**config.mk**
```make
export PLATFORM = sky130hd
export DESIGN_NAME = flash_guard
export DESIGN_NICKNAME = d
export VERILOG_FILES = /design/src/rtl/flash_guard_pkg.sv /design/src/rtl/fg_vote.sv /design/src/rtl/fg_decode.sv /design/src/rtl/fg_regs.sv /design/src/rtl/flash_guard.sv
export SDC_FILE = /design/constraint.sdc
export NUM_CORES = 1
export LEC_CHECK = 0
export CAP_MARGIN = 20
export CORE_ASPECT_RATIO = 1.4
export CORE_MARGIN = 2
export CORE_UTILIZATION = 45
export CTS_BUF_LIST = sky130_fd_sc_hd__clkbuf_4
export DETAILED_ROUTE_END_ITERATION = 16
export PLACE_DENSITY = 0.75
export SLEW_MARGIN = 40
export SYNTH_ARGS = -nofsm -noshare
export SYNTH_HDL_FRONTEND = slang
export SYNTH_HIERARCHICAL = 1
export SYNTH_SLANG_ARGS = --single-unit
```
**constraint.sdc**
```tcl
create_clock -name clk -period 7.5 [get_ports clk]
set_input_delay 0.75 -clock clk [delete_from_list [all_inputs] [get_ports clk]]
set_output_delay 0.75 -clock clk [all_outputs]
set_load 0.01 [all_outputs]
```
**src/rtl/flash_guard_pkg.sv**
```systemverilog
package flash_guard_pkg;

   typedef enum logic [1:0] {
      AREA_NONE = 2'd0,
      AREA_BOOT = 2'd1,
      AREA_CODE = 2'd2,
      AREA_DATA = 2'd3
   } area_e;

endpackage

```
**src/rtl/fg_vote.sv**
```systemverilog
module fg_vote #(
   parameter int N = 3
) (
   input  logic [N-1:0] bits,
   output logic         locked
);
   generate
      if (N % 2 == 0) begin : g_bad_width
         $error("fg_vote: N must be odd");
      end
   endgenerate

   always_comb begin
      int zeros;
      zeros = 0;
      for (int i = 0; i < N; i++) begin
         if (!bits[i]) zeros++;
      end
      locked = (zeros > N / 2);
   end
endmodule

```
**src/rtl/fg_decode.sv**
```systemverilog
module fg_decode
   import flash_guard_pkg::*;
#(
   parameter int ADDR_W     = 24,
   parameter int BND_W      = 16,
   parameter int PROG_LAST  = 32'h03FFFF,
   parameter int DATA_FIRST = 32'h0E0000,
   parameter int DATA_LAST  = 32'h0E1FFF,
   parameter int PSEC_LSB   = 13,
   parameter int PSEC_W     = 5,
   parameter int DSEC_LSB   = 9,
   parameter int DSEC_W     = 4
) (
   input  logic [ADDR_W-1:0] addr,
   input  logic [BND_W-1:0]  bnd,
   output area_e             area,
   output logic [PSEC_W-1:0] psec,
   output logic [DSEC_W-1:0] dsec
);
   generate
      if (BND_W > ADDR_W) begin : g_bad_bnd
         $error("fg_decode: boundary wider than address");
      end
      if (PSEC_LSB + PSEC_W > ADDR_W || DSEC_LSB + DSEC_W > ADDR_W) begin : g_bad_sec
         $error("fg_decode: section field beyond address");
      end
   endgenerate

   logic [ADDR_W-1:0] bnd_ext;
   logic              in_boot, in_prog, in_data;

   assign bnd_ext = {{(ADDR_W-BND_W){1'b0}}, bnd};
   assign in_boot = (addr < bnd_ext);
   assign in_prog = (addr <= ADDR_W'(PROG_LAST));
   assign in_data = (addr >= ADDR_W'(DATA_FIRST)) && (addr <= ADDR_W'(DATA_LAST));
   assign psec    = addr[PSEC_LSB +: PSEC_W];
   assign dsec    = addr[DSEC_LSB +: DSEC_W];

   always_comb begin
      if (in_boot)      area = AREA_BOOT;
      else if (in_prog) area = AREA_CODE;
      else if (in_data) area = AREA_DATA;
      else              area = AREA_NONE;
   end
endmodule

```
**src/rtl/fg_regs.sv**
```systemverilog
module fg_regs #(
   parameter int          REG_W      = 16,
   parameter int          REG_AW     = 3,
   parameter int          PSEC_N     = 32,
   parameter int          DSEC_N     = 16,
   parameter logic [15:0] BOOT_LIMIT = 16'h7800
) (
   input  logic              clk,
   input  logic              rst_n,
   input  logic              wr,
   input  logic [REG_AW-1:0] addr,
   input  logic [REG_W-1:0]  wdata,
   output logic [REG_W-1:0]  rdata,
   input  logic              viol_set,
   output logic [PSEC_N-1:0] prog_en,
   output logic [DSEC_N-1:0] data_en,
   output logic [REG_W-1:0]  bnd
);
   localparam int PREG_N   = PSEC_N / REG_W;
   localparam int OFS_DATA = PREG_N;
   localparam int OFS_BND  = PREG_N + 1;
   localparam int OFS_STAT = PREG_N + 2;

   generate
      if (PSEC_N % REG_W != 0) begin : g_bad_psec
         $error("fg_regs: program sections must fill whole registers");
      end
      if (DSEC_N > REG_W) begin : g_bad_dsec
         $error("fg_regs: data sections exceed one register");
      end
      if (OFS_STAT >= (1 << REG_AW)) begin : g_bad_map
         $error("fg_regs: register map exceeds offset space");
      end
   endgenerate

   logic [PREG_N-1:0][REG_W-1:0] preg;
   logic [DSEC_N-1:0]            dreg;
   logic                         stat_q;

   genvar g;
   generate
      for (g = 0; g < PREG_N; g++) begin : g_preg
         logic [REG_W-1:0] q;
         always_ff @(posedge clk or negedge rst_n) begin
            if (!rst_n)                          q <= '0;
            else if (wr && addr == REG_AW'(g))   q <= wdata;
         end
         assign preg[g]                     = q;
         assign prog_en[g*REG_W +: REG_W]   = q;
      end
   endgenerate

   always_ff @(posedge clk or negedge rst_n) begin
      if (!rst_n) begin
         dreg   <= '0;
         bnd    <= '0;
         stat_q <= 1'b0;
      end else begin
         if (wr && addr == REG_AW'(OFS_DATA)) dreg <= wdata[DSEC_N-1:0];
         if (wr && addr == REG_AW'(OFS_BND))
            bnd <= (wdata > BOOT_LIMIT) ? BOOT_LIMIT : wdata;
         if (viol_set)
            stat_q <= 1'b1;
         else if (wr && addr == REG_AW'(OFS_STAT) && wdata[0])
            stat_q <= 1'b0;
      end
   end

   assign data_en = dreg;

   always_comb begin
      rdata = '0;
      for (int i = 0; i < PREG_N; i++) begin
         if (addr == REG_AW'(i)) rdata = preg[i];
      end
      if (addr == REG_AW'(OFS_DATA)) rdata = REG_W'(dreg);
      if (addr == REG_AW'(OFS_BND))  rdata = bnd;
      if (addr == REG_AW'(OFS_STAT)) rdata = REG_W'(stat_q);
   end

   p_clamp_r2: assert property (@(posedge clk) disable iff (!rst_n)
      bnd <= BOOT_LIMIT);
   p_sticky_r11: assert property (@(posedge clk) disable iff (!rst_n)
      viol_set |=> stat_q);
endmodule

```
**src/rtl/flash_guard.sv**
```systemverilog
module flash_guard
   import flash_guard_pkg::*;
#(
   parameter int          ADDR_W     = 24,
   parameter int          REG_W      = 16,
   parameter int          REG_AW     = 3,
   parameter int          VOTE_W     = 3,
   parameter int          PROG_LAST  = 32'h03FFFF,
   parameter int          DATA_FIRST = 32'h0E0000,
   parameter int          DATA_LAST  = 32'h0E1FFF,
   parameter int          PSEC_LSB   = 13,
   parameter int          DSEC_LSB   = 9,
   parameter logic [15:0] BOOT_LIMIT = 16'h7800,
   parameter bit          OUT_REG    = 1'b1
) (
   input  logic              clk,
   input  logic              rst_n,
   input  logic              reg_wr,
   input  logic [REG_AW-1:0] reg_addr,
   input  logic [REG_W-1:0]  reg_wdata,
   output logic [REG_W-1:0]  reg_rdata,
   input  logic [VOTE_W-1:0] wp_bits,
   input  logic [VOTE_W-1:0] rp_bits,
   input  logic              cpu_req,
   input  logic              cpu_we,
   input  logic [ADDR_W-1:0] cpu_addr,
   output logic              cpu_allow,
   output logic              cpu_deny,
   output logic              viol_pulse,
   input  logic              ext_req,
   input  logic [ADDR_W-1:0] ext_addr,
   output logic              ext_allow,
   output logic              ext_deny
);
   localparam int PSEC_N = (PROG_LAST + 1) >> PSEC_LSB;
   localparam int PSEC_W = $clog2(PSEC_N);
   localparam int DSEC_N = (DATA_LAST - DATA_FIRST + 1) >> DSEC_LSB;
   localparam int DSEC_W = $clog2(DSEC_N);

   generate
      if ((PSEC_N << PSEC_LSB) != PROG_LAST + 1) begin : g_bad_prog
         $error("flash_guard: program area not a whole number of sections");
      end
      if ((DATA_FIRST % (1 << (DSEC_LSB + DSEC_W))) != 0) begin : g_bad_data
         $error("flash_guard: data area must be aligned to its size");
      end
   endgenerate

   logic [PSEC_N-1:0] prog_en;
   logic [DSEC_N-1:0] data_en;
   logic [REG_W-1:0]  bnd;
   logic              wlock, rlock;
   area_e             cpu_area, ext_area;
   logic [PSEC_W-1:0] cpu_psec, ext_psec;
   logic [DSEC_W-1:0] cpu_dsec, ext_dsec;
   logic              cpu_ok, ext_ok, viol_c;

   fg_vote #(.N(VOTE_W)) u_wvote (.bits(wp_bits), .locked(wlock));
   fg_vote #(.N(VOTE_W)) u_rvote (.bits(rp_bits), .locked(rlock));

   fg_decode #(
      .ADDR_W(ADDR_W), .BND_W(REG_W), .PROG_LAST(PROG_LAST),
      .DATA_FIRST(DATA_FIRST), .DATA_LAST(DATA_LAST),
      .PSEC_LSB(PSEC_LSB), .PSEC_W(PSEC_W), .DSEC_LSB(DSEC_LSB), .DSEC_W(DSEC_W)
   ) u_cpu_dec (.addr(cpu_addr), .bnd(bnd), .area(cpu_area), .psec(cpu_psec), .dsec(cpu_dsec));

   fg_decode #(
      .ADDR_W(ADDR_W), .BND_W(REG_W), .PROG_LAST(PROG_LAST),
      .DATA_FIRST(DATA_FIRST), .DATA_LAST(DATA_LAST),
      .PSEC_LSB(PSEC_LSB), .PSEC_W(PSEC_W), .DSEC_LSB(DSEC_LSB), .DSEC_W(DSEC_W)
   ) u_ext_dec (.addr(ext_addr), .bnd(bnd), .area(ext_area), .psec(ext_psec), .dsec(ext_dsec));

   fg_regs #(
      .REG_W(REG_W), .REG_AW(REG_AW), .PSEC_N(PSEC_N), .DSEC_N(DSEC_N),
      .BOOT_LIMIT(BOOT_LIMIT)
   ) u_regs (
      .clk(clk), .rst_n(rst_n), .wr(reg_wr), .addr(reg_addr), .wdata(reg_wdata),
      .rdata(reg_rdata), .viol_set(viol_c), .prog_en(prog_en), .data_en(data_en), .bnd(bnd)
   );

   always_comb begin
      unique case (cpu_area)
         AREA_BOOT: cpu_ok = !cpu_we;
         AREA_CODE: cpu_ok = !cpu_we || (prog_en[cpu_psec] && !wlock);
         AREA_DATA: cpu_ok = !cpu_we || (data_en[cpu_dsec] && !wlock);
         default:   cpu_ok = 1'b0;
      endcase
   end

   assign ext_ok = (ext_area != AREA_NONE) && !rlock;
   assign viol_c = cpu_req && cpu_we && !cpu_ok;

   generate
      if (OUT_REG) begin : g_flop_out
         always_ff @(posedge clk or negedge rst_n) begin
            if (!rst_n) begin
               cpu_allow  <= 1'b0;
               cpu_deny   <= 1'b0;
               viol_pulse <= 1'b0;
               ext_allow  <= 1'b0;
               ext_deny   <= 1'b0;
            end else begin
               cpu_allow  <= cpu_req && cpu_ok;
               cpu_deny   <= cpu_req && !cpu_ok;
               viol_pulse <= viol_c;
               ext_allow  <= ext_req && ext_ok;
               ext_deny   <= ext_req && !ext_ok;
            end
         end

         p_idle_r9: assert property (@(posedge clk) disable iff (!rst_n)
            !cpu_req |=> !cpu_allow && !cpu_deny);
         p_boot_r3: assert property (@(posedge clk) disable iff (!rst_n)
            (cpu_req && cpu_we && cpu_area == AREA_BOOT) |=> cpu_deny);
         p_wlock_r6: assert property (@(posedge clk) disable iff (!rst_n)
            (cpu_req && cpu_we && wlock) |=> !cpu_allow);
         p_rlock_r7: assert property (@(posedge clk) disable iff (!rst_n)
            (ext_req && rlock) |=> !ext_allow);
         p_cpurd_r7: assert property (@(posedge clk) disable iff (!rst_n)
            (cpu_req && !cpu_we && cpu_area != AREA_NONE) |=> cpu_allow);
         p_unmap_r8: assert property (@(posedge clk) disable iff (!rst_n)
            (ext_req && ext_area == AREA_NONE) |=> ext_deny);
      end else begin : g_comb_out
         assign cpu_allow  = cpu_req && cpu_ok;
         assign cpu_deny   = cpu_req && !cpu_ok;
         assign viol_pulse = viol_c;
         assign ext_allow  = ext_req && ext_ok;
         assign ext_deny   = ext_req && !ext_ok;
      end
   endgenerate

   p_excl_r9: assert property (@(posedge clk) disable iff (!rst_n)
      !(cpu_allow && cpu_deny) && !(ext_allow && ext_deny));
   p_pulse_r10: assert property (@(posedge clk) disable iff (!rst_n)
      viol_pulse |-> cpu_deny);
endmodule

```
Word level (Yosys, flattened, before mapping) --
Index checks and enable logic that the tools add are counted.
Word-level totals: input bits 79, flip-flop bits (word level) 70
Operators by class: add/sub/neg operators 4, reductions and logical operators 27, equality and inequality tests 7, $lt $le $gt $ge 13, mux-type cells 25
Operators with widths (count):
- $mux W32 | 4
- $mux W16 | 6
- $add A32 B2 Y32 const B | 2
- $gt A32 B2 Y1 const B | 2
- $ge A24 B20 Y1 const B | 2
- $le A24 B18 Y1 const B | 2
- $le A24 B20 Y1 const B | 2
- $lt A24 B16 Y1 | 2
- $logic_and A1 B1 Y1 | 17
- $gt A16 B15 Y1 const B | 1
- $mux W2 | 6
- $eq A3 B2 Y1 const B | 2
- $lt A5 B6 Y1 const B | 1
- $mux W1 | 6
- $bmux W1 S5 | 1
- $logic_not A1 Y1 | 5
- $lt A4 B5 Y1 const B | 1
- $add A1 B1 Y2 const B | 2
- $bmux W1 S4 | 1
- $eq A2 B2 Y1 const B | 2
- $reduce_bool A2 Y1 | 2
- $eq A3 B1 Y1 const B | 1
- $eq A3 B3 Y1 const B | 1
- $logic_not A3 Y1 | 1
- other kinds (3) | 4

Logic depth before layout (Yosys ltp) --
Gate-level depths: netlist (run 1).
word-level depth 13, mapped depth 13, mapped depth without buffers 13

Hierarchy --
Netlist (run 1), hierarchy kept.
By module, submodules not included:
- fg_regs | sequential area each 1626.6 um^2, area each 3007.9 um^2, cells an instance 216, times used 1
- fg_decode | sequential area each 0.0 um^2, area each 531.8 um^2, cells an instance 66, times used 2
- flash_guard | sequential area each 125.1 um^2, area each 635.6 um^2, cells an instance 51, times used 1
- fg_vote | sequential area each 0.0 um^2, area each 42.5 um^2, cells an instance 6, times used 2

Least setup slack after synthesis (run 1) --
OpenSTA, ideal clock, no wires.
kind input port to flip-flop, start in cpu_addr[13], end reg u_regs.stat_q, path slack 4642 ps, data arrival time 2795 ps, data required time 7436 ps, cell stages on the path 11, path through ha_1 > a21o_1 > a21o_4 > a2111oi_4 > o221ai_2 > and3_1 > a21oi_1 > o2111ai_1 > and3_1 > a21oi_1 > a21o_1
Between the ends: word-level cells in the longest chain between the ends 10, elaborated cells on any way between the ends 20, those cells by class 4 x order compare; 3 x eq/ne; 7 x mux; 6 x reduce/logical
RTL lines:
- start: declaration | line flash_guard.sv:26 | input logic [ADDR_W-1:0] cpu_addr,
- $ge A24 B20 Y1 or $le A24 B20 Y1 (tied branches) | line fg_decode.sv:35 | assign in_data = (addr >= ADDR_W'(DATA_FIRST)) && (addr <= ADDR_W'(DATA_LAST));
- $logic_and A1 B1 Y1 | line fg_decode.sv:35
- $mux W2 | line fg_decode.sv:42 | else if (in_data) area = AREA_DATA;
- $mux W2 | line fg_decode.sv:41 | else if (in_prog) area = AREA_CODE;
- $mux W2 (*) | line fg_decode.sv:40 | if (in_boot) area = AREA_BOOT;
- via cpu_area[1] | line flash_guard.sv:53 | area_e cpu_area, ext_area;
- $eq A2 B2 Y1 or $eq A2 B1 Y1 (tied branches) | line flash_guard.sv:82 | unique case (cpu_area)
- $pmux W1 S3 (*) | line flash_guard.sv:82
- $logic_not A1 Y1 (*) | line flash_guard.sv:91 | assign viol_c = cpu_req && cpu_we && !cpu_ok;
- $logic_and A1 B1 Y1 (*) | line flash_guard.sv:91
- via viol_c | line flash_guard.sv:56 | logic cpu_ok, ext_ok, viol_c;
- $mux W1 or $reduce_bool A2 Y1 (tied branches)
- end signal: assignment | line fg_regs.sv:57 | stat_q <= 1'b0;
- end signal: assignment | line fg_regs.sv:63 | stat_q <= 1'b1;
- end signal: assignment | line fg_regs.sv:65 | stat_q <= 1'b0;
- end: declaration | line fg_regs.sv:38 | logic stat_q;
Mark *: on every way through the listed nets, which the timed path passes. The rest lies on a longest branch. The select of a mux whose other input is x is not followed. A chain may end at the register's enable or synchronous reset.

Worst setup path in the final report (run 1) --
start in reg_addr[0], end out reg_rdata[13]
Between the ends: word-level cells in the longest chain between the ends 6, elaborated cells on any way between the ends 10, those cells by class 4 x eq/ne; 5 x mux; 1 x reduce/logical
RTL lines:
- start: declaration | line flash_guard.sv:19 | input logic [REG_AW-1:0] reg_addr,
- $logic_not A3 Y1 | line fg_regs.sv:74 | if (addr == REG_AW'(i)) rdata = preg[i];
- $mux W16 (2 in series) | line fg_regs.sv:74
- $mux W16 | line fg_regs.sv:76 | if (addr == REG_AW'(OFS_DATA)) rdata = REG_W'(dreg);
- $mux W16 | line fg_regs.sv:77 | if (addr == REG_AW'(OFS_BND)) rdata = bnd;
- $mux W16 (*) | line fg_regs.sv:78 | if (addr == REG_AW'(OFS_STAT)) rdata = REG_W'(stat_q);
- end: declaration | line flash_guard.sv:21 | output logic [REG_W-1:0] reg_rdata,
Mark *: on every way between the ends. The rest lies on a longest branch, timed or not.

==> metrics.yaml, run 1 <==
run_status:
  outcome: "finished clean"
setup_path:
  timing.rr.start: "u_regs/bnd[1]"
  crit_fanout: 21
  critPathKind: "input pin to primary output"
  startpoint_type: "input pin"
  crit_slowest_cell: "mux4_2"
  reg2reg_slack_ns: 4.62
  cp_common_cell: "clkdlybuf4s50_1"
  critPathMaxStageDelay_ns: 0.59
  ff2ff_path_depth: 12
  critPathArrivalTime_ns: 2.83
  r2r_end: "u_regs/stat_q"
  cp.required_ns: 6.75
  cp_cell_sequence: "clkdlybuf4s50_1 -> buf_4 -> mux4_2 -> nor2b_1 -> clkdlybuf4s50_1"
  cp-end-kind: "primary output"
floorplan:
  dieArea_um2: 11300
  initial_utilization: 0.459
  die_h_um: 125
  ios: 100
  die_w_um: 90.6
  fp-row-count: 44
  coreArea_um2: 10300
cts:
  tritoncts.num_buffers: 9
  clk-insertion-delay-late_ns: 0.42
  clkTransAtPathRegs_ns: 0.11
  ctsHoldBuffers: 0
  cts_tree: "yes"
  cts_resized: 0
  clock-sinks: 70
  post_cts_buffers: 0
  clk_path_buf_depth: 2
  cts_max_level: 3
  cts-root-buf: "clkbuf_4"
finish:
  nets: 608
  mostFrequentLayoutCells: "96 x clkdlybuf4s50_1, 70 x dfrtp_1, 51 x mux2_2"
  fin_cells: 636
  layout_commonest_cell: "clkdlybuf4s50_1"
  drive_above_1_share: 0.225
  synthToLayoutAreaGrowth_pct: 24.8
  final.fill_count: 877
  final_util: 0.573
  diodes: 0
timing:
  final.period_utilization: 0.477
  setup_ws_ns: 3.92
  max_freq_ghz: 0.280
  rsz0062_at_grt: "no"
  tns_ns: 0
  slew_headroom: 0.545
  finalSetupViolations: 0
  tightest_slew_ns: 0.682
  finClkSkew_ns: 0.0102
  slew_violations: 0
  min_period_ns: 3.58
  finalHoldViolCount: 0
grt:
  grt_use_total: 0.223
  grt_pass1_vias: 3931
  grt_start_max_net_pins: 71
  antenna_found_initial: 0
  gr-total-overflow: 0
  grt_pass1_wl_mm: 19.9
placed_design:
  dpl.hpwl_mm: 9.43
  dp_cells: 621
  port_buffers: 99
  gp_congestion: 0.925
  pre_cts_ws_ns: 3.62
run:
  cap_violations: 0
drt:
  drtIter0Drc: 262
  vias: 3597
  ant_nets: 0
  route.detailed.drc: 0
  first_pass_iters: 4
  via_per_inst: 5.66
  wirelength_mm: 12.0
  wl_per_cell_um: 18.9
yosys:
  synth_area_um2: 4720
  synth.avg_cell_area_um2: 11.8
  yosys_warnings: 6
  syn_nets: 515
  syn-instance-count: 402
power_and_ir_drop:
  peakVddDrop_mv: 0.0733
  p_leak_nw: 2.43
  p_per_area_nw_per_um2: 187
hold_path:
  min_path_type: "input pin to asynchronous set/reset pin"
[how the worst max path moves through the flow]
stage / start / endpoint / slack (ns) / depth (start not counted)
2_1_floorplan: cpu_addr[13] / u_regs/stat_q / 4.64 / 11
3_3_place_gp: cpu_addr[13] / u_regs/stat_q / 3.69 / 13
3_5_place_dp: cpu_addr[13] / u_regs/stat_q / 3.62 / 12
4_1_cts: reg_addr[0] / reg_rdata[7] / 3.92 / 5
5_1_grt: cpu_addr[13] / u_regs/stat_q / 3.81 / 13
6_report: reg_addr[0] / reg_rdata[13] / 3.92 / 5
[final cells by class]
cell class	instances	area, um2	area share
inverter	38	143	0.0242
tap	138	173	0.0293
timing repair buffer	107	1040	0.177
multi-input combinational	269	2660	0.452
clock buffer	11	82.6	0.0140
clock inverter	3	37.5	0.00637
sequential	70	1750	0.297
[routing by layer]
metal | track usage | wire length, um | vias up
met4 | 0.0851 | 246 | 0
li1 | - | - | 1662
met2 | 0.388 | 6330 | 145
met5 | 0 | 0 | -
met1 | 0.270 | 4620 | 1766
met3 | 0.0488 | 842 | 24
[state kept, by name, summed over array words and instances (netlist names)]
name / count
ext_deny: 1
u_regs/bnd: 16
viol_pulse: 1
u_regs/stat_q: 1
u_regs/data_en: 16
ext_allow: 1
cpu_deny: 1
u_regs/g_preg.q: 32
cpu_allow: 1
[where the power goes]
part	switching (mW)	internal, mW
clock	0.120	0.104
sequential	0.0689	0.448
combinational	0.143	0.216
[metrics by stage]
stage | hold slack, ns | cell area, um2 | total power [mW]
after detailed placement | 0.473 | 5760 | 0.885
final | 0.396 | 5890 | 1.10
after global placement | 0.465 | 5730 | 0.866
after global routing | 0.439 | 5890 | 1.17
after CTS | 0.413 | 5880 | 1.11
after floorplan | 0.450 | 4720 | 0.728
[worst max-delay path: cells and delay by family]
family                 cells  cell delay [ns]
buffers and inverters      3             1.32
multiplexers               1             0.59
AND/OR/NAND/NOR            1             0.15
No activity file was read; power rests on OpenSTA's default activity.
==> run 2, diff against run 1 <==
--- a/config.mk
+++ b/config.mk
@@ -11,7 +11,7 @@
 export CORE_UTILIZATION = 45
 export CTS_BUF_LIST = sky130_fd_sc_hd__clkbuf_4
 export DETAILED_ROUTE_END_ITERATION = 16
-export PLACE_DENSITY = 0.75
+export PLACE_DENSITY = 0.78
 export SLEW_MARGIN = 40
 export SYNTH_ARGS = -nofsm -noshare
 export SYNTH_HDL_FRONTEND = slang
==> constraint.sdc (replaced) <==
create_clock -name clk -period 3.15 [get_ports clk]
set_input_delay 0.315 -clock clk [delete_from_list [all_inputs] [get_ports clk]]
set_output_delay 0.315 -clock clk [all_outputs]
set_load 0.01 [all_outputs]
==> run 2 against run 1 <==
  * Die area did not move
  * Clock power rose by 130%
  * Power is 140% higher
  * Worst setup slack worse by 3.7 ns
  * Sequential cell count unchanged
  * Final cell count up 1.6%
  * Combinational power rose by 140%
  * Worst hold slack lost 0.033 ns
  * Register-to-register slack worse by 4.4 ns
  * Utilization is 0.79 points higher
  * Sequential power rose by 140%
  * Global-route usage up 0.39 points
  * Critical endpoint is now u_regs/stat_q
==> metrics.yaml, run 2 (same netlist as run 1, synthesis figures left out) <==
run_status:
  outcome: "finished clean"  # unchanged
finish:
  layout_commonest_cell: "clkdlybuf4s50_1"  # unchanged
  final_util: 0.580  # was 0.573
  drive_above_1_share: 0.230  # was 0.225
  synthToLayoutAreaGrowth_pct: 26.5  # was 24.8%
  fin_cells: 646  # was 636
  nets: 619  # was 608
  largest_register: "u_regs/g_preg.q"  # unchanged
  diodes: 0  # unchanged
  largest_register_ffs: 32  # unchanged
  mostFrequentLayoutCells: "98 x clkdlybuf4s50_1, 70 x dfrtp_1, 51 x mux2_2"  # was 96 x clkdlybuf4s50_1, 70 x dfrtp_1, 51 x mux2_2
  final.fill_count: 869  # was 877
cts:
  tritoncts.num_buffers: 9  # unchanged
  clock-sinks: 70  # unchanged
  clk-insertion-delay-late_ns: 0.43  # was 0.42 ns
  clk_path_buf_depth: 2  # unchanged
  cts_max_level: 3  # unchanged
  cts-root-buf: "clkbuf_4"  # unchanged
  cts_tree: "yes"  # unchanged
  clkTransAtPathRegs_ns: 0.11  # about the same
  post_cts_buffers: 0  # unchanged
floorplan:
  fp-row-count: 44  # unchanged
  die_h_um: 125  # unchanged
  die_w_um: 90.6  # unchanged
  dieArea_um2: 11300  # unchanged
  coreArea_um2: 10300  # unchanged
  initial_utilization: 0.459  # unchanged
  ios: 100  # unchanged
timing:
  rsz0062_at_grt: "no"  # unchanged
  finalHoldWorstSlack_ns: 0.363  # was 0.396 ns
  min_period_ns: 2.88
  tightest_slew_ns: 0.507  # was 0.682 ns
  max_freq_ghz: 0.347
  tns_ns: 0  # unchanged
  finClkSkew_ns: 0.0121  # was 0.0102 ns
  slew_violations: 0  # unchanged
  finalHoldViolCount: 0  # unchanged
  finalSetupViolations: 0  # unchanged
  final.period_utilization: 0.915
  slew_headroom: 0.661  # was 0.545
placed_design:
  dpl.hpwl_mm: 9.71  # was 9.43 mm
  port_buffers: 99  # unchanged
  dp_cells: 632  # was 621
  gp_congestion: 0.966  # was 0.925
grt:
  grt_start_max_net_pins: 34  # was 71
  grt_pass1_wl_mm: 20.1  # was 19.9 mm
  antenna_found_initial: 0  # unchanged
  grt_use_total: 0.227  # was 0.223
  grt_pass1_vias: 3984  # was 3931
  gr-total-overflow: 0  # unchanged
  busiest_layer: "met2"  # unchanged
  grt.met1_usage: 0.271  # was 0.270
  use_met2: 0.380  # was 0.388
  grt_util_met3: 0.0627  # was 0.0488
drt:
  drtIter0Drc: 339  # was 262
  wl_per_cell_um: 19.0  # was 18.9 um
  first_pass_iters: 4  # unchanged
  via_per_inst: 5.72  # was 5.66
  vias: 3696  # was 3597
  wirelength_mm: 12.3  # was 12.0 mm
  ant_nets: 0  # unchanged
  route.detailed.drc: 0  # unchanged
power_and_ir_drop:
  p_per_area_nw_per_um2: 439  # was 187 nW/um2
  power_mw: 2.63  # was 1.10 mW
  peakVddDrop_mv: 0.182  # was 0.0733 mV
  p_leak_nw: 2.48  # was 2.43 nW
setup_path:
  ff2ff_path_depth: 12  # unchanged
  startpoint_type: "flip-flop"  # was input pin
  critPathKind: "flip-flop to flip-flop"  # was input pin to primary output
  startpoint: "u_regs/bnd[13]"  # was reg_addr[0]
  crit_fanout: 4  # was 21
  timing.rr.start: "u_regs/bnd[13]"  # was u_regs/bnd[1]
  reg2reg_slack_ns: 0.27  # was 4.62 ns
  cp.required_ns: 3.53  # was 6.75 ns
  r2r_end: "u_regs/stat_q"  # unchanged
  critPathArrivalTime_ns: 3.26  # was 2.83 ns
  cp-end-kind: "flip-flop"  # was primary output
run:
  cap_violations: 0  # unchanged
hold_path:
  min_path_type: "input pin to asynchronous set/reset pin"  # unchanged
## run 2: changes by cell type in the layout (fill, tap and decap cells not counted), moves of 2 or more
cell	change
buf_2	-2
clkbuf_4	-2
clkdlybuf4s50_1	+2
buf_6	-2
buf_4	+11
## run 2: stage by stage
step	worst slack (ns)	cell area, um2
after floorplan	0.628	4720
after global placement	0.164	5860
after detailed placement	0.0782	5860
after CTS	0.299	5980
after global routing	0.113	5980
final	0.267	5980
## run 2: layout make-up
cell class / instances / area (um2) / area share
Timing Repair Buffer: 118 / 1140 / 0.191
Multi-Input combinational cell: 269 / 2660 / 0.445
Clock buffer: 9 / 67.6 / 0.0113
Tap cell: 138 / 173 / 0.0289
Clock inverter: 4 / 41.3 / 0.00691
Sequential cell: 70 / 1750 / 0.293
Inverter: 38 / 143 / 0.0239
## run 2: worst max-delay path, cell delays in order, from the launching register on
cell and delay (ns):
dfrtp_1 0.44, inv_1 0.08, ha_1 0.32, a21o_1 0.18, a21o_4 0.22, a2111oi_4 0.38
o221ai_2 0.15, and3_1 0.20, a21oi_1 0.21, o2111ai_1 0.13, and3_1 0.23, a21oi_1 0.20
a21o_1 0.10
## run 2: per-layer routing
layer | share of wire | wire [um]
met3 | 0.071 | 867
met4 | 0.034 | 422
met5 | 0 | 0
met1 | 0.39 | 4740
met2 | 0.51 | 6220
## run 2: power breakdown
group	internal [mW]	switching, mW	leakage, nW
combinational	0.530	0.346	1.56
clock	0.222	0.295	0.0602
sequential	1.07	0.165	0.857
total	1.82	0.806	2.48
## run 2: worst max path at each step
| stage | cells past startpoint | slack (ns) | end |
|---|---|---|---|
| final | 12 | 0.27 | u_regs/stat_q |
| after global routing | 13 | 0.11 | u_regs/stat_q |
| after CTS | 12 | 0.30 | u_regs/stat_q |
| after detailed placement | 12 | 0.08 | u_regs/stat_q |
| after global placement | 12 | 0.16 | u_regs/stat_q |
| after floorplan | 12 | 0.63 | u_regs/stat_q |
## run 2: timing repair
action	in CTS	in global routing
hold buffers	1	0
setup endpoints to repair	0	0
resized for setup	0	0
endpoints found under the hold margin	17	0
==> run 3, diff against run 2 <==
--- a/config.mk
+++ b/config.mk
@@ -11,6 +11,7 @@
 export CORE_UTILIZATION = 45
 export CTS_BUF_LIST = sky130_fd_sc_hd__clkbuf_4
 export DETAILED_ROUTE_END_ITERATION = 16
+export HOLD_SLACK_MARGIN = 0.05
 export PLACE_DENSITY = 0.78
 export SLEW_MARGIN = 40
 export SYNTH_ARGS = -nofsm -noshare
==> results of run 3 <==
Same layout as run 2: the final DEF is identical, and so are final timing and power.
